--- config.mk ---
export PLATFORM = sky130hd
export DESIGN_NAME = sdram_init_ctrl
export DESIGN_NICKNAME = d
export VERILOG_FILES = /design/src/rtl/sdc_pkg.sv /design/src/rtl/sdc_cfg_reg.sv /design/src/rtl/sdc_refresh_tmr.sv /design/src/rtl/sdc_seq.sv /design/src/rtl/sdram_init_ctrl.sv
export SDC_FILE = /design/constraint.sdc
export NUM_CORES = 1
export LEC_CHECK = 0
export BUFFER_PORTS_ARGS = -buffer_cell sky130_fd_sc_hd__clkbuf_2
export CAP_MARGIN = 10
export CELL_PAD_IN_SITES_DETAIL_PLACEMENT = 1
export CELL_PAD_IN_SITES_GLOBAL_PLACEMENT = 1
export CORE_MARGIN = 1.5
export CORE_UTILIZATION = 34
export CTS_CLUSTER_DIAMETER = 150
export DETAILED_ROUTE_END_ITERATION = 8
export GPL_ROUTABILITY_DRIVEN = 0
export HOLD_SLACK_MARGIN = 0.12
export PLACE_DENSITY_LB_ADDON = 0.1
export RECOVER_POWER = 25
export SETUP_SLACK_MARGIN = 0.2
export SYNTH_ARGS = -nofsm -noshare
export SYNTH_HDL_FRONTEND = slang
export SYNTH_SLANG_ARGS = --single-unit
--- constraint.sdc ---
create_clock -name clk -period 1.9 [get_ports clk]
set_input_delay 0.095 -clock clk [delete_from_list [all_inputs] [get_ports clk]]
set_output_delay 0.095 -clock clk [all_outputs]
set_load 0.005 [all_outputs]
--- src/rtl/sdc_pkg.sv ---
package sdc_pkg;

  // Commands as {ras_n, cas_n, we_n}
  typedef enum logic [2:0] {
    CMD_LMR = 3'b000,
    CMD_REF = 3'b001,
    CMD_PRE = 3'b010,
    CMD_ACT = 3'b011,
    CMD_WR  = 3'b100,
    CMD_RD  = 3'b101,
    CMD_NOP = 3'b111
  } sd_cmd_e;

  typedef struct packed {
    logic init_busy;  // [6]
    logic mode_arm;   // [5]
    logic rc_long;    // [4]
    logic rp_long;    // [3]
    logic wr_long;    // [2]
    logic rcd_long;   // [1]
    logic cas3;       // [0]
  } sdc_cfg_t;

  // Nanoseconds to clock cycles, rounded up, never below one
  function automatic int ns_to_cyc(input int ns, input int clk_ps);
    int c;
    c = (ns * 1000 + clk_ps - 1) / clk_ps;
    return (c < 1) ? 1 : c;
  endfunction

endpackage

--- src/rtl/sdc_cfg_reg.sv ---
module sdc_cfg_reg
  import sdc_pkg::*;
(
  input  logic       clk,
  input  logic       rst_n,
  input  logic       cfg_we,
  input  logic [6:0] cfg_wdata,
  input  logic       init_done,
  input  logic       mode_done,
  output sdc_cfg_t   cfg
);

  always_ff @(posedge clk) begin
    if (!rst_n) begin
      cfg <= '0;
    end else begin
      if (cfg_we) begin
        cfg.cas3     <= cfg_wdata[0];
        cfg.rcd_long <= cfg_wdata[1];
        cfg.wr_long  <= cfg_wdata[2];
        cfg.rp_long  <= cfg_wdata[3];
        cfg.rc_long  <= cfg_wdata[4];
      end
      if (mode_done)
        cfg.mode_arm <= 1'b0;
      else if (cfg_we && cfg_wdata[5])
        cfg.mode_arm <= 1'b1;
      if (init_done)
        cfg.init_busy <= 1'b0;
      else if (cfg_we && cfg_wdata[6])
        cfg.init_busy <= 1'b1;
    end
  end

endmodule

--- src/rtl/sdc_refresh_tmr.sv ---
module sdc_refresh_tmr #(
  parameter int INTERVAL = 1560
) (
  input  logic clk,
  input  logic rst_n,
  input  logic ref_ack,
  output logic ref_pending
);

  localparam int W = $clog2(INTERVAL + 1);

  logic [W-1:0] cnt;
  logic         tick;

  assign tick = (cnt == '0);

  always_ff @(posedge clk) begin
    if (!rst_n) begin
      cnt         <= W'(INTERVAL - 1);
      ref_pending <= 1'b0;
    end else begin
      cnt         <= tick ? W'(INTERVAL - 1) : cnt - 1'b1;
      ref_pending <= tick | (ref_pending & ~ref_ack);
    end
  end

endmodule

--- src/rtl/sdc_seq.sv ---
module sdc_seq
  import sdc_pkg::*;
#(
  parameter int CLK_PS   = 5000,
  parameter int ROW_W    = 12,
  parameter int COL_W    = 8,
  parameter int DATA_W   = 32,
  parameter int TMRD_CYC = 2
) (
  input  logic                     clk,
  input  logic                     rst_n,
  input  sdc_cfg_t                 cfg,
  input  logic                     ref_pending,
  output logic                     ref_ack,
  output logic                     init_done,
  output logic                     mode_done,
  input  logic                     req_valid,
  output logic                     req_ready,
  input  logic                     req_write,
  input  logic [ROW_W+COL_W+1:0]   req_addr,
  input  logic [DATA_W-1:0]        req_wdata,
  output logic                     rsp_valid,
  output logic [DATA_W-1:0]        rsp_rdata,
  output logic [2:0]               sd_cmd,
  output logic [ROW_W-1:0]         sd_addr,
  output logic [DATA_W-1:0]        sd_dq_out,
  output logic                     sd_dq_oe,
  input  logic [DATA_W-1:0]        sd_dq_in
);

  localparam int TRCD_S = ns_to_cyc(25, CLK_PS);
  localparam int TRCD_L = ns_to_cyc(50, CLK_PS);
  localparam int TWR_S  = ns_to_cyc(25, CLK_PS);
  localparam int TWR_L  = ns_to_cyc(50, CLK_PS);
  localparam int TRP_S  = ns_to_cyc(25, CLK_PS);
  localparam int TRP_L  = ns_to_cyc(50, CLK_PS);
  localparam int TRC_S  = ns_to_cyc(75, CLK_PS);
  localparam int TRC_L  = ns_to_cyc(100, CLK_PS);
  localparam int MAXC   = (TRC_L > TMRD_CYC) ? TRC_L : TMRD_CYC;
  localparam int CNT_W  = $clog2(MAXC + 1);
  localparam logic [ROW_W-1:0] A10_ALL = ROW_W'(1) << 10;

  typedef enum logic [2:0] {
    S_IDLE, S_INIT, S_RFSH, S_ACT, S_RD, S_WREC, S_PRE, S_MRD
  } seq_state_e;

  seq_state_e         state;
  logic [CNT_W-1:0]   cnt;
  logic [2:0]         cmd_q;
  logic [ROW_W-1:0]   addr_q;
  logic [COL_W-1:0]   col_q;
  logic               wr_q;
  logic [DATA_W-1:0]  wdata_q;
  logic [DATA_W-1:0]  dq_out_q;
  logic               dq_oe_q;
  logic               rsp_q;
  logic [DATA_W-1:0]  rdata_q;

  // Delay loads, already reduced by one for the countdown
  logic [CNT_W-1:0] rcd_ld, wr_ld, rp_ld, rc_ld, cl_ld, mrd_ld;
  always_comb begin
    rcd_ld = CNT_W'((cfg.rcd_long ? TRCD_L : TRCD_S) - 1);
    wr_ld  = CNT_W'((cfg.wr_long  ? TWR_L  : TWR_S)  - 1);
    rp_ld  = CNT_W'((cfg.rp_long  ? TRP_L  : TRP_S)  - 1);
    rc_ld  = CNT_W'((cfg.rc_long  ? TRC_L  : TRC_S)  - 1);
    cl_ld  = CNT_W'((cfg.cas3     ? 3      : 2)      - 1);
    mrd_ld = CNT_W'(TMRD_CYC - 1);
  end

  logic accept;
  logic cnt_zero;

  assign cnt_zero  = (cnt == '0);
  assign req_ready = (state == S_IDLE) && !cfg.init_busy && !ref_pending;
  assign accept    = req_valid && req_ready;
  assign ref_ack   = (state == S_IDLE) && !cfg.init_busy && ref_pending;
  assign init_done = (state == S_INIT) && cnt_zero;
  assign mode_done = accept && cfg.mode_arm;

  always_ff @(posedge clk) begin
    if (!rst_n) begin
      state    <= S_IDLE;
      cnt      <= '0;
      cmd_q    <= CMD_NOP;
      addr_q   <= '0;
      col_q    <= '0;
      wr_q     <= 1'b0;
      wdata_q  <= '0;
      dq_out_q <= '0;
      dq_oe_q  <= 1'b0;
      rsp_q    <= 1'b0;
      rdata_q  <= '0;
    end else begin
      cmd_q   <= CMD_NOP;
      dq_oe_q <= 1'b0;
      rsp_q   <= 1'b0;
      if (!cnt_zero) cnt <= cnt - 1'b1;

      case (state)
        S_IDLE: begin
          if (cfg.init_busy) begin
            cmd_q  <= CMD_PRE;
            addr_q <= A10_ALL;
            cnt    <= rp_ld;
            state  <= S_INIT;
          end else if (ref_pending) begin
            cmd_q <= CMD_REF;
            cnt   <= rc_ld;
            state <= S_RFSH;
          end else if (accept) begin
            if (cfg.mode_arm) begin
              cmd_q  <= CMD_LMR;
              addr_q <= req_addr[2 +: ROW_W];
              rsp_q  <= 1'b1;
              cnt    <= mrd_ld;
              state  <= S_MRD;
            end else begin
              cmd_q   <= CMD_ACT;
              addr_q  <= req_addr[2+COL_W +: ROW_W];
              col_q   <= req_addr[2 +: COL_W];
              wr_q    <= req_write;
              wdata_q <= req_wdata;
              cnt     <= rcd_ld;
              state   <= S_ACT;
            end
          end
        end
        S_ACT: begin
          if (cnt_zero) begin
            addr_q <= ROW_W'(col_q);
            if (wr_q) begin
              cmd_q    <= CMD_WR;
              dq_oe_q  <= 1'b1;
              dq_out_q <= wdata_q;
              rsp_q    <= 1'b1;
              cnt      <= wr_ld;
              state    <= S_WREC;
            end else begin
              cmd_q <= CMD_RD;
              cnt   <= cl_ld;
              state <= S_RD;
            end
          end
        end
        S_RD: begin
          if (cnt_zero) begin
            rsp_q   <= 1'b1;
            rdata_q <= sd_dq_in;
            cmd_q   <= CMD_PRE;
            addr_q  <= '0;
            cnt     <= rp_ld;
            state   <= S_PRE;
          end
        end
        S_WREC: begin
          if (cnt_zero) begin
            cmd_q  <= CMD_PRE;
            addr_q <= '0;
            cnt    <= rp_ld;
            state  <= S_PRE;
          end
        end
        S_INIT, S_RFSH, S_PRE, S_MRD: begin
          if (cnt_zero) state <= S_IDLE;
        end
        default: state <= S_IDLE;
      endcase
    end
  end

  assign sd_cmd    = cmd_q;
  assign sd_addr   = addr_q;
  assign sd_dq_out = dq_out_q;
  assign sd_dq_oe  = dq_oe_q;
  assign rsp_valid = rsp_q;
  assign rsp_rdata = rdata_q;

endmodule

--- src/rtl/sdram_init_ctrl.sv ---
module sdram_init_ctrl
  import sdc_pkg::*;
#(
  parameter int CLK_PS         = 5000,
  parameter int ROW_W          = 12,
  parameter int COL_W          = 8,
  parameter int DATA_W         = 32,
  parameter int REFRESH_CYCLES = 1560,
  parameter int TMRD_CYC       = 2
) (
  input  logic                   clk,
  input  logic                   rst_n,
  input  logic                   cfg_we,
  input  logic [6:0]             cfg_wdata,
  output logic [6:0]             cfg_rdata,
  input  logic                   req_valid,
  output logic                   req_ready,
  input  logic                   req_write,
  input  logic [ROW_W+COL_W+1:0] req_addr,
  input  logic [DATA_W-1:0]      req_wdata,
  output logic                   rsp_valid,
  output logic [DATA_W-1:0]      rsp_rdata,
  output logic [2:0]             sd_cmd,
  output logic [ROW_W-1:0]       sd_addr,
  output logic [DATA_W-1:0]      sd_dq_out,
  output logic                   sd_dq_oe,
  input  logic [DATA_W-1:0]      sd_dq_in
);

  sdc_cfg_t cfg_q;
  logic     init_done, mode_done, ref_pending, ref_ack;

  sdc_cfg_reg u_cfg (
    .clk       (clk),
    .rst_n     (rst_n),
    .cfg_we    (cfg_we),
    .cfg_wdata (cfg_wdata),
    .init_done (init_done),
    .mode_done (mode_done),
    .cfg       (cfg_q)
  );

  sdc_refresh_tmr #(.INTERVAL(REFRESH_CYCLES)) u_rtmr (
    .clk         (clk),
    .rst_n       (rst_n),
    .ref_ack     (ref_ack),
    .ref_pending (ref_pending)
  );

  sdc_seq #(
    .CLK_PS   (CLK_PS),
    .ROW_W    (ROW_W),
    .COL_W    (COL_W),
    .DATA_W   (DATA_W),
    .TMRD_CYC (TMRD_CYC)
  ) u_seq (
    .clk         (clk),
    .rst_n       (rst_n),
    .cfg         (cfg_q),
    .ref_pending (ref_pending),
    .ref_ack     (ref_ack),
    .init_done   (init_done),
    .mode_done   (mode_done),
    .req_valid   (req_valid),
    .req_ready   (req_ready),
    .req_write   (req_write),
    .req_addr    (req_addr),
    .req_wdata   (req_wdata),
    .rsp_valid   (rsp_valid),
    .rsp_rdata   (rsp_rdata),
    .sd_cmd      (sd_cmd),
    .sd_addr     (sd_addr),
    .sd_dq_out   (sd_dq_out),
    .sd_dq_oe    (sd_dq_oe),
    .sd_dq_in    (sd_dq_in)
  );

  assign cfg_rdata = cfg_q;

endmodule

==> After elaboration in Yosys (flattened, before gate mapping) <==
Index checks and enable logic that the tools add are counted.
{ "word_totals": {"mem_bits_ro": 0, "latchBits": 0, "wordCells": 118, "output_inout_bits": 89, "input_bits": 98, "memories": 0, "ram_bits": 0, "regBits": 149} }
{ "op_classes": {"addsub": 7, "mux": 46, "eq_ne": 13, "bitwise_logic": 7, "magnitude_cmp": 0, "div": 0, "n_reduce_logical": 25, "shifts": 0, "multipliers": 0} }
{ "op_table": {"columns": ["operator", "n"], "rows": [
  ["12-bit 2-to-1 mux", 6],
  ["5-bit 2-to-1 mux", 9],
  ["3-bit 2-to-1 mux", 12],
  ["12-bit case mux with 3 select lines", 1],
  ["5-bit by 2-bit subtractor with 5-bit output (second input constant)", 5],
  ["5-bit case mux with 3 select lines", 1],
  ["3-bit == test (second input constant)", 4],
  ["4-bit 2-to-1 mux", 3],
  ["3-bit case mux with 4 select lines", 1],
  ["11-bit logical NOT", 1],
  ["11-bit by 1-bit subtractor with 11-bit output (second input constant)", 1],
  ["1-bit 2-to-1 mux", 10],
  ["5-bit AND reduction", 2],
  ["3-bit case mux with 3 select lines", 1],
  ["1-bit logical AND", 8],
  ["2-bit OR reduction", 4],
  ["3-bit by 2-bit == test with 1-bit output (second input constant)", 2],
  ["2-bit by 1-bit inequality test with 1-bit output (second input constant)", 3],
  ["5-bit logical NOT", 1],
  ["1-bit NOT", 5],
  ["5-bit by 1-bit subtractor with 5-bit output (second input constant)", 1],
  ["4-bit by 3-bit inequality test with 1-bit output (second input constant)", 1],
  ["2-bit AND reduction", 2],
  ["4-bit AND reduction", 1],
  ["12 further kinds", 13]
]} }

==> Depth between registers and ports, before layout <==
Gate-level depths: netlist (run 1).
{ "logic_depth": {"word_depth": 8, "depth_mapped": 9, "depth_no_buf": 7} }

==> Hierarchy <==
Synthesis (run 1) repeated with hierarchy kept, for this count alone.
{ "unflattened": {"cells_unflattened": 754, "hier_area_um2": 6079.6} }
{ "by_module_without_submodules": {"columns": ["module", "cells_per_inst", "area_per_inst_um2", "n_inst", "seq_area_each_um2"], "rows": [
  ["sdc_seq", 668, 5222.5, 1, 2602.5],
  ["sdc_refresh_tmr", 64, 581.8, 1, 240.2],
  ["sdc_cfg_reg", 22, 275.3, 1, 140.1]
]} }

==> Worst setup path before layout (run 1) <==
No wires, ideal clock.
{ "synth_timing": {"kind": "register -> register", "start": "reg u_seq.cnt[0]", "end": "reg u_seq.rdata_q[19] (netlist: u_seq.rsp_rdata[19])", "n_path_buf": 3, "setup_time_ps": 116, "required_ps": 1784, "slack_ps": -90, "path_stages_with_launch": 10, "period_less_slack_ps": 1990, "arrival_time_ps": 1874, "cell_sequence": "dfxtp_1 inv_1 ha_1 or4b_1 buf_2 or3_1 buf_6 buf_6 nand2_1 a21boi_1"} }
{ "synth_via": {"elab_chain_len": 2} }
{ "synth_lines": {"columns": ["item", "line", "source"], "rows": [
  ["from (decl)", "sdc_seq.sv:48", "logic [CNT_W-1:0] cnt;"],
  ["from (signal assigned)", "sdc_seq.sv:97", "if (!cnt_zero) cnt <= cnt - 1'b1;"],
  ["from (signal assigned)", "sdc_seq.sv:104", "cnt <= rp_ld;"],
  ["from (signal assigned)", "sdc_seq.sv:108", "cnt <= rc_ld;"],
  ["5-bit logical NOT", "sdc_seq.sv:73", "assign cnt_zero = (cnt == '0);"],
  ["2-bit AND reduction (no line)", null, null],
  ["to (signal assigned)", "sdc_seq.sv:148", "rdata_q <= sd_dq_in;"],
  ["to (decl)", "sdc_seq.sv:57", "logic [DATA_W-1:0] rdata_q;"]
]} }
No other way between the ends.
A chain may end at the register's enable or synchronous reset.

==> Worst setup path after layout (run 1) <==
{ "layout_timing": {"start": "reg u_seq.state[2]", "end": "reg u_seq.dq_out_q[19] (netlist: u_seq.sd_dq_out[19])"} }
{ "layout_via": {"elab_chain_len": 2} }
{ "layout_lines": {"columns": ["item", "line", "source"], "rows": [
  ["from (decl)", "sdc_seq.sv:47", "seq_state_e state;"],
  ["from (signal assigned)", "sdc_seq.sv:82", "state <= S_IDLE;"],
  ["from (signal assigned)", "sdc_seq.sv:105", "state <= S_INIT;"],
  ["from (signal assigned)", "sdc_seq.sv:109", "state <= S_RFSH;"],
  ["3-bit by 2-bit == test with 1-bit output", "sdc_seq.sv:99", "case (state)"],
  ["3-bit AND reduction (no line)", null, null],
  ["to (signal assigned)", "sdc_seq.sv:134", "dq_out_q <= wdata_q;"],
  ["to (decl)", "sdc_seq.sv:54", "logic [DATA_W-1:0] dq_out_q;"]
]} }
No other way between the ends.

==> results of run 1 <==
## flip-flops by register name (all words and copies together), names as in the netlist
name and count:
u_cfg.cfg 7, u_rtmr.cnt 11, u_rtmr.ref_pending 1, u_seq.cnt 5, u_seq.col_q 8, u_seq.rsp_rdata 32, u_seq.rsp_valid 1, u_seq.sd_addr 12
u_seq.sd_cmd 3, u_seq.sd_dq_oe 1, u_seq.sd_dq_out 32, u_seq.state 3, u_seq.wdata_q 32, u_seq.wr_q 1
## cells in the final DEF (no fill, tap or decap), types with 25 or more instances in the layout
master	netlist	final
a21boi_1	72	67
a21boi_2	0	38
buf_4	0	42
clkbuf_1	30	26
clkbuf_16	0	25
clkbuf_2	0	157
dfxtp_1	149	145
dlygate4sd3_1	0	88
mux2i_1	25	25
nand2_1	238	167
nand2_2	0	29
nand2_4	0	42
## worst max path at each step
stage / startpoint / to / slack, ns / cells after the start
final: u_seq.state[2] / u_seq.sd_dq_out[19] / -0.05 / 8
after global routing: u_seq.state[2] / u_seq.cnt[3] / -0.08 / 7
after CTS: u_seq.state[2] / u_seq.sd_addr[10] / 0.06 / 6
after detailed placement: u_seq.state[2] / u_seq.sd_dq_out[16] / -0.06 / 7
after global placement: u_seq.state[2] / u_seq.state[2] / 0.008 / 5
after floorplan: u_seq.cnt[0] / u_seq.rsp_rdata[10] / 0.02 / 9
## power groups by stage
stage | Sequential [mW] | Combinational [mW] | Clock (mW)
global route | 3.90 | 5.31 | 3.54
detailed placement | 3.88 | 3.42 | 0
finish | 3.87 | 4.96 | 3.33
floorplan | 3.83 | 2.18 | 0
global placement | 3.85 | 3.32 | 0
CTS | 3.82 | 3.96 | 3.39
## logic make-up after synthesis
family | Yosys count | share of synthesized area
and+or+nand+nor | 331 | 0.2262
xor gates and xnor gates | 10 | 0.01362
AOI/OAI and AO/OA | 174 | 0.1974
DFF | 149 | 0.4640
muxes | 27 | 0.04243
adders and majority gates | 2 | 0.003892
buffers and inverters | 65 | 0.05255
## per-layer routing
metal	wire length [µm]	part of all wire
met1	9955	0.40
met2	12700	0.51
met3	1278	0.052
met4	727	0.029
met5	0	0
## per-stage QoR
stage                     setup TNS, ns  std cells  instance area [µm²]
after global routing             -2.239       1311                10410
after global placement                0       1157                 7757
final                           -0.2072       1311                10410
after floorplan                       0        758                 6479
after detailed placement        -0.1524       1157                 7757
after CTS                             0       1288                 9472
## layout make-up
| type | instances | area share |
|---|---|---|
| clock buffers | 20 | 0.04289 |
| flip-flops and latches | 149 | 0.2869 |
| well taps | 234 | 0.02811 |
| clock inverters | 12 | 0.01238 |
| repair buffers | 343 | 0.2562 |
| inverters | 9 | 0.003244 |
| multi-input cells | 544 | 0.3703 |
## critical path, stage by stage, from the launching register on
cell and delay (ns):
dfxtp_2 0.32, buf_6 0.12, buf_12 0.13, and2b_2 0.24
and2_4 0.18, and3_4 0.32, clkbuf_16 0.22, nand2_1 0.08
a21boi_0 0.24
## what timing repair did
action                                  4_1_cts  5_1_grt
gates cloned                                  3       10
setup buffers                                 8       13
endpoints found under the hold margin        83        0
hold buffers                                 88        0
resized for setup                            29      211
endpoints found under the setup margin      127      129
pin swaps                                     6       85
==> flow_summary.json, run 1 <==
{
  "min_path_cells": 5,
  "cts_htree_levels": 4,
  "max_cap_viol_count": 0,
  "routed_via_density": 5.007,
  "track_usage": 0.2278,
  "grt_pass1_wl_um": 35340,
  "status": "complete, but fails checks",
  "leakagePower_nw": 4.517,
  "fin_total_pwr_mw": 12.16,
  "synth_async_sr_flop_share": 0,
  "yosys-top-cells-count": "238 x nand2_1, 149 x dfxtp_1, 72 x a21boi_1",
  "crit-reg2reg-launch": "u_seq.state[2]",
  "syn2layout_area_growth_pct": 61.99,
  "clock_sinks": 149,
  "path_max_fanout": 8,
  "numCtsBuffers": 17,
  "ys_seq_elements": 149,
  "synth_nets": 858,
  "fin_skew_ns": 0.01191,
  "synth_cells": 758,
  "holdCritStartpoint": "req_addr[16]",
  "hold_slack_ns": 0.1315,
  "start_util": 0.3448,
  "p_per_area_nw_per_um2": 1167,
  "rr_worst_depth": 8,
  "fillers": 2116,
  "dp_slack_ns": -0.06073,
  "fin_crit_sh": 1.028,
  "grt_util_met1": 0.2613,
  "slew_headroom": 0.6976,
  "fp.dieH_um": 140.5,
  "synth_top_area_frac": 0.4640,
  "portBuffers": 184,
  "clkTransAtPathRegs_ns": 0.06,
  "antenna_found_initial": 0,
  "synthFlopType": "dfxtp_1",
  "reg2reg_slack_ns": -0.05,
  "drtIter0Drc": 239,
  "report.final.slew_viol_count": 0,
  "multi_input_comb_area_um2": 3856,
  "ys_types": 55,
  "synthesis.area_um2": 6429,
  "path_class": "reg -> reg",
  "max_freq_mhz": 511.9,
  "p_clk_frac": 0.274,
  "dpl.hpwl_um": 13780,
  "p_int_mw": 7.939,
  "yosys.area.top_type": "dfxtp_1",
  "synth.most_common_cell": "nand2_1",
  "met2_usage": 0.4075,
  "dr.pass1.iters": 4,
  "core_area_um2": 18640,
  "rsz0062_at_grt": "yes",
  "num_vias": 6564,
  "busiest_layer": "met2",
  "netSwitchingPower_mw": 4.219,
  "pin_count": 187,
  "dieArea_um2": 19740,
  "synthTopCellsByArea": "dfxtp_1 46%, nand2_1 14%, a21boi_1 8.4%",
  "switching_share": 0.3470,
  "rows": 50,
  "crit_path_start_kind": "flop",
  "setup_viol": 17,
  "hold_path_class": "in -> reg",
  "yosysWarnings": 0,
  "tightest_slew_ns": 0.4495,
  "drive_gt1_frac": 0.3844,
  "cts_tree": "built",
  "die_x_um": 140.5,
  "grt_pass1_vias": 6838,
  "postRouteAntennaNets": 0,
  "insertion_delay_ns": 0.42,
  "nNetsFinal": 1164,
  "grt_start_max_net_pins": 52,
  "crit_arrival_ns": 2.27,
  "violations": "setup timing",
  "fin_crit_ns": 1.954,
  "end_kind": "flop",
  "clock-root-buffer": "clkbuf_16",
  "seq_area_um2": 2988,
  "met3_usage": 0.06017,
  "setup_slack_ns": -0.05356,
  "wl_um": 24660,
  "seq_area_frac_synth": 0.4640,
  "routedWlPerCell_um": 18.81,
  "ir_drop_uv": 774.6,
  "overflow": 0,
  "synth-edff-count": 0,
  "ctsLongestPathBuffers": 2,
  "worstHoldEndpoint": "u_seq.sd_addr[6]",
  "power_frac_seq": 0.318,
  "antenna_cells": 0,
  "hold_viol": 0,
  "drc": 0,
  "reg2reg_to": "u_seq.sd_dq_out[19]",
  "combinationalPowerShare": 0.408,
  "final_core_util": 0.5586,
  "avgSynthCellArea_um2": 8.481,
  "crit_required_ns": 2.22
}
Note: power is estimated with default switching activity, not from simulation.
==> run 2: changes to the inputs <==
--- a/config.mk
+++ b/config.mk
@@ -15,7 +15,7 @@
 export DETAILED_ROUTE_END_ITERATION = 8
 export GPL_ROUTABILITY_DRIVEN = 0
 export HOLD_SLACK_MARGIN = 0.12
-export PLACE_DENSITY_LB_ADDON = 0.1
+export PLACE_DENSITY = 0.74
 export RECOVER_POWER = 25
 export SETUP_SLACK_MARGIN = 0.2
 export SYNTH_ARGS = -nofsm -noshare
==> run 2 against run 1 <==
Compared with the run above:
- the flow still finishes with violations (setup timing)
- critical path depth is the same
- worst setup slack lost 0.0021 ns
- non-clock buffer count grew 20
- largest cell class unchanged
==> flow_summary.json, run 2 (synthesis results as in run 1) <==
{
  "status": "complete, but fails checks",
  "violations": "setup timing",
  "dr.pass1.iters": 4,
  "rows": 50,
  "final_core_util": 0.5741,
  "rsz0062_at_grt": "yes",
  "drive_gt1_frac": 0.4093,
  "hold_path_class": "in -> reg",
  "ctsLongestPathBuffers": 2,
  "leakagePower_nw": 4.561,
  "clock-root-buffer": "clkbuf_16",
  "start_util": 0.3448,
  "antenna_found_initial": 0,
  "num_vias": 6843,
  "antenna_cells": 0,
  "fp.dieH_um": 140.5,
  "nNetsFinal": 1184,
  "clkTransAtPathRegs_ns": 0.07,
  "wl_um": 26160,
  "drc": 0,
  "insertion_delay_ns": 0.43,
  "met2_usage": 0.4382,
  "syn2layout_area_growth_pct": 66.49,
  "dpl.hpwl_um": 13010,
  "fin_crit_ns": 1.956,
  "portBuffers": 184,
  "path_max_fanout": 6,
  "max_freq_mhz": 511.3,
  "clock_sinks": 149,
  "grt_pass1_vias": 7115,
  "busiest_layer": "met2",
  "cts_htree_levels": 4,
  "grt_start_max_net_pins": 85,
  "dieArea_um2": 19740,
  "fin_total_pwr_mw": 12.37,
  "numCtsBuffers": 17,
  "met3_usage": 0.04957,
  "routed_via_density": 5.141,
  "grt_pass1_wl_um": 37460,
  "routedWlPerCell_um": 19.66,
  "pin_count": 187,
  "track_usage": 0.2416,
  "setup_slack_ns": -0.05565,
  "core_area_um2": 18640,
  "hold_viol": 0,
  "path_class": "reg -> reg",
  "end_kind": "flop",
  "report.final.slew_viol_count": 0,
  "fin_skew_ns": 0.01433,
  "crit_required_ns": 2.26,
  "postRouteAntennaNets": 0,
  "final_cell_mix": "159 x nand2_1, 156 x clkbuf_2, 143 x dfxtp_1, 90 x dlygate4sd3_1, 64 x a21boi_1",
  "seq_area_um2": 2995,
  "crit_arrival_ns": 2.31,
  "drtIter0Drc": 212,
  "max_cap_viol_count": 0,
  "mostFrequentLayoutCell": "nand2_1",
  "crit_path_start_kind": "flop",
  "tightest_slew_ns": 0.5071,
  "die_x_um": 140.5,
  "ir_drop_uv": 572.0,
  "grt_util_met1": 0.2780,
  "slew_headroom": 0.6613,
  "fin_crit_sh": 1.029,
  "p_per_area_nw_per_um2": 1156,
  "fillers": 2102,
  "setup_viol": 15,
  "hold_slack_ns": 0.1356,
  "cts_tree": "built",
  "finalSetupTns_ns": -0.2425,
  "multi_input_comb_area_um2": 3855,
  "overflow": 0
}
==> run 2: cell types whose count changed in the layout (fill, tap and decap cells not counted), moves of 4 or more <==
cell / previous run / this run
nand2_1: 167 / 159
a21boi_2: 38 / 44
buf_16: 3 / 8
buf_4: 42 / 46
nand2_2: 29 / 46
clkinv_2: 4 / 0
inv_6: 1 / 5
nand2_4: 42 / 33
buf_6: 8 / 19
==> run 2: final timing paths <==
kind                          from                  to  slack, ns  cells after the start
setup / recovery    u_seq.state[1]   u_seq.wdata_q[20]      -0.06                      8
hold / removal        req_addr[21]   u_seq.sd_addr[11]       0.14                      4
setup reg to reg    u_seq.state[1]   u_seq.wdata_q[20]      -0.06                      8
hold reg to reg   u_seq.wdata_q[5]  u_seq.sd_dq_out[5]       0.45                      2
==> run 2: what timing repair did <==
item,4_1_cts,5_1_grt
pin swaps,30,98
hold buffers,90,0
endpoints found under the hold margin,90,0
buffers inserted,21,7
endpoints found under the setup margin,130,142
cloned,9,6
resized for setup,85,184
==> run 2: metal layers <==
layer,share of wire,vias up,wire length (µm)
met5,0,-,0
met4,0.038,0,999
met3,0.048,74,1251
met2,0.50,233,13080
met1,0.41,3331,10830
li1,-,3205,-
==> run 2: through the flow <==
stage / setup slack, ns / instance area [µm²] / std cells
2_1_floorplan: 0.02127 / 6479 / 758
3_3_place_gp: 0.01605 / 7812 / 1166
3_5_place_dp: -0.04633 / 7812 / 1166
4_1_cts: 0.008295 / 9940 / 1318
5_1_grt: -0.1345 / 10700 / 1331
6_report: -0.05565 / 10700 / 1331
==> run 2: final cells by class <==
type                    count  share of cell area
clock inverters            12             0.01344
multi-input cells         544              0.3602
inverters                   9            0.003156
clock buffers              20             0.04173
well taps                 234             0.02736
flip-flops and latches    149              0.2799
repair buffers            363              0.2743
==> run 2: where the power goes <==
group | leakage, nW | switching [mW] | internal (mW)
sequential | 1.21 | 0.303 | 3.55
clock | 0.279 | 1.44 | 2.00
combinational | 3.07 | 2.53 | 2.55
==> run 2: worst max-delay path, stage by stage (launching register included) <==
cell       delay (ns)
dfxtp_4          0.35
or4_4            0.58
buf_12           0.15
nor3_4           0.14
buf_12           0.18
buf_12           0.12
clkbuf_16        0.15
nand2_1          0.07
a21boi_1         0.13
==> run 3: changes to the inputs <==
--- a/config.mk
+++ b/config.mk
@@ -7,10 +7,8 @@
 export LEC_CHECK = 0
 export BUFFER_PORTS_ARGS = -buffer_cell sky130_fd_sc_hd__clkbuf_2
 export CAP_MARGIN = 10
-export CELL_PAD_IN_SITES_DETAIL_PLACEMENT = 1
-export CELL_PAD_IN_SITES_GLOBAL_PLACEMENT = 1
 export CORE_MARGIN = 1.5
-export CORE_UTILIZATION = 34
+export CORE_UTILIZATION = 47
 export CTS_CLUSTER_DIAMETER = 150
 export DETAILED_ROUTE_END_ITERATION = 8
 export GPL_ROUTABILITY_DRIVEN = 0
==> run 3 against run 2 <==
Compared with the run above:
- the flow still finishes with violations (setup timing)
- maximum frequency up 2.3%
- worst hold slack better by 0.010 ns
- sequential power about the same
- first-iteration DRC count rose to 2.6 times the previous value
- die area down 27%
- flip-flop and latch count unchanged
- critical path depth down 1
- count of clock-buffer cells in the layout up 1
- sequential share of layout area up 2.2 points
- largest cell class unchanged
==> flow_summary.json, run 3 (synthesis results as in run 1) <==
{
  "numCtsBuffers": 17,
  "portBuffers": 184,
  "insertion_delay_ns": 0.41,
  "crit_path_start_kind": "flop",
  "hold_path_class": "in -> reg",
  "end_kind": "flop",
  "core_area_um2": 13300,
  "dieArea_um2": 14390,
  "tightest_slew_ns": 0.6048,
  "grt_pass1_wl_um": 30190,
  "fin_crit_ns": 1.912,
  "drc": 0,
  "final_cell_area_um2": 9932,
  "dpl.hpwl_um": 10720,
  "place_area_um2": 7630,
  "antenna_cells": 0,
  "fp.dieH_um": 120.0,
  "num_vias": 6682,
  "antenna_found_initial": 0,
  "seq_area_um2": 2995,
  "finalSetupTns_ns": -0.01729,
  "routed_via_density": 5.329,
  "clock-root-buffer": "clkbuf_16",
  "path_max_fanout": 10,
  "overflow": 0,
  "rsz0062_at_grt": "yes",
  "fin_crit_sh": 1.006,
  "combinationalPowerShare": 0.394,
  "switching_share": 0.3332,
  "postRouteAntennaNets": 0,
  "nNetsFinal": 1165,
  "status": "complete, but fails checks",
  "slew_headroom": 0.5960,
  "ir_drop_uv": 796.0,
  "leakagePower_nw": 4.097,
  "clock_sinks": 149,
  "crit_arrival_ns": 2.25,
  "fillers": 877,
  "dr.pass1.iters": 5,
  "rows": 42,
  "p_per_area_nw_per_um2": 1197,
  "cts_tree": "built",
  "crit_required_ns": 2.24,
  "dp_slack_ns": -0.02557,
  "mostFrequentLayoutCell": "nand2_1",
  "max_freq_mhz": 523.1,
  "wl_um": 21670,
  "setup_slack_ns": -0.01177,
  "max_cap_viol_count": 0,
  "track_usage": 0.2631,
  "routedWlPerCell_um": 17.28,
  "drive_gt1_frac": 0.3163,
  "violations": "setup timing",
  "report.final.slew_viol_count": 0,
  "power_frac_seq": 0.324,
  "syn2layout_area_growth_pct": 54.50,
  "p_clk_frac": 0.282,
  "fin_skew_ns": 0.005673,
  "die_x_um": 120.0,
  "pin_count": 187,
  "p_int_mw": 7.926,
  "hold_viol": 0,
  "cts_htree_levels": 4,
  "setup_viol": 3,
  "grt_start_max_net_pins": 119,
  "start_util": 0.4835,
  "netSwitchingPower_mw": 3.960,
  "ctsLongestPathBuffers": 2,
  "final_cell_mix": "214 x nand2_1, 151 x clkbuf_2, 143 x dfxtp_1, 91 x dlygate4sd3_1, 76 x a21boi_1",
  "hold_slack_ns": 0.1456,
  "clkTransAtPathRegs_ns": 0.06,
  "multi_input_comb_area_um2": 3505,
  "drtIter0Drc": 559,
  "grt_pass1_vias": 6165,
  "path_class": "reg -> reg"
}
-- run 3: changes by cell type in the layout (fill, tap and decap cells not counted), moves of 12 or more --
cell | previous run | this run
a21boi_2 | 44 | 20
nand2_1 | 159 | 214
nand2_4 | 33 | 10
a21boi_1 | 64 | 76
nand2_2 | 46 | 14
a21boi_0 | 1 | 13
-- run 3: critical path, cell delays in order (launching register included) --
cell	delay [ns]
dfxtp_2	0.33
or4_4	0.58
buf_6	0.15
nor3_4	0.21
buf_12	0.17
clkbuf_16	0.17
nand2_1	0.07
a21boi_1	0.14
-- run 3: area by class of cell --
type / count / share of cell area
inverters: 9 / 0.003401
clock buffers: 21 / 0.04737
multi-input cells: 544 / 0.3529
clock inverters: 11 / 0.01272
repair buffers: 344 / 0.2599
flip-flops and latches: 149 / 0.3016
well taps: 176 / 0.02217
-- run 3: worst paths after layout --
kind | cells after the start | to | slack, ns | startpoint
hold / removal | 5 | u_seq.sd_addr[2] | 0.15 | req_addr[12]
hold reg to reg | 2 | u_seq.sd_dq_out[6] | 0.45 | u_seq.wdata_q[6]
setup reg to reg | 7 | u_seq.wdata_q[0] | -0.01 | u_seq.state[2]
setup / recovery | 7 | u_seq.wdata_q[0] | -0.01 | u_seq.state[2]
-- run 3: timing repair --
| item | 4_1_cts | 5_1_grt |
|---|---|---|
| setup buffers | 9 | 21 |
| cloned | 2 | 4 |
| gates resized for setup | 33 | 106 |
| endpoints found under the hold margin | 96 | 0 |
| hold buffers | 91 | 0 |
| pin swaps | 6 | 19 |
| setup endpoints to repair | 127 | 128 |
-- run 3: metal layers --
metal | GRT usage | share of wire | up-vias
met3 | 0.06369 | 0.077 | 59
met4 | 0.08259 | 0.029 | 0
li1 | - | - | 3160
met2 | 0.4696 | 0.49 | 333
met5 | 0 | 0 | -
met1 | 0.3098 | 0.40 | 3130
-- run 3: per-stage QoR --
| step | utilization | cells | power (mW) |
|---|---|---|---|
| after detailed placement | 0.5739 | 1095 | 7.049 |
| after global routing | 0.7470 | 1254 | 12.41 |
| after global placement | 0.5739 | 1095 | 7.004 |
| after floorplan | - | 758 | 6.018 |
| final | 0.7470 | 1254 | 11.89 |
| after CTS | 0.7066 | 1229 | 10.92 |
-- run 3: power groups by stage --
stage | clock network [mW] | registers (mW) | logic (mW)
after CTS | 3.41 | 3.82 | 3.69
after global placement | 0 | 3.86 | 3.14
after detailed placement | 0 | 3.87 | 3.18
after global routing | 3.53 | 3.89 | 5.00
final | 3.35 | 3.85 | 4.68
after floorplan | 0 | 3.83 | 2.18
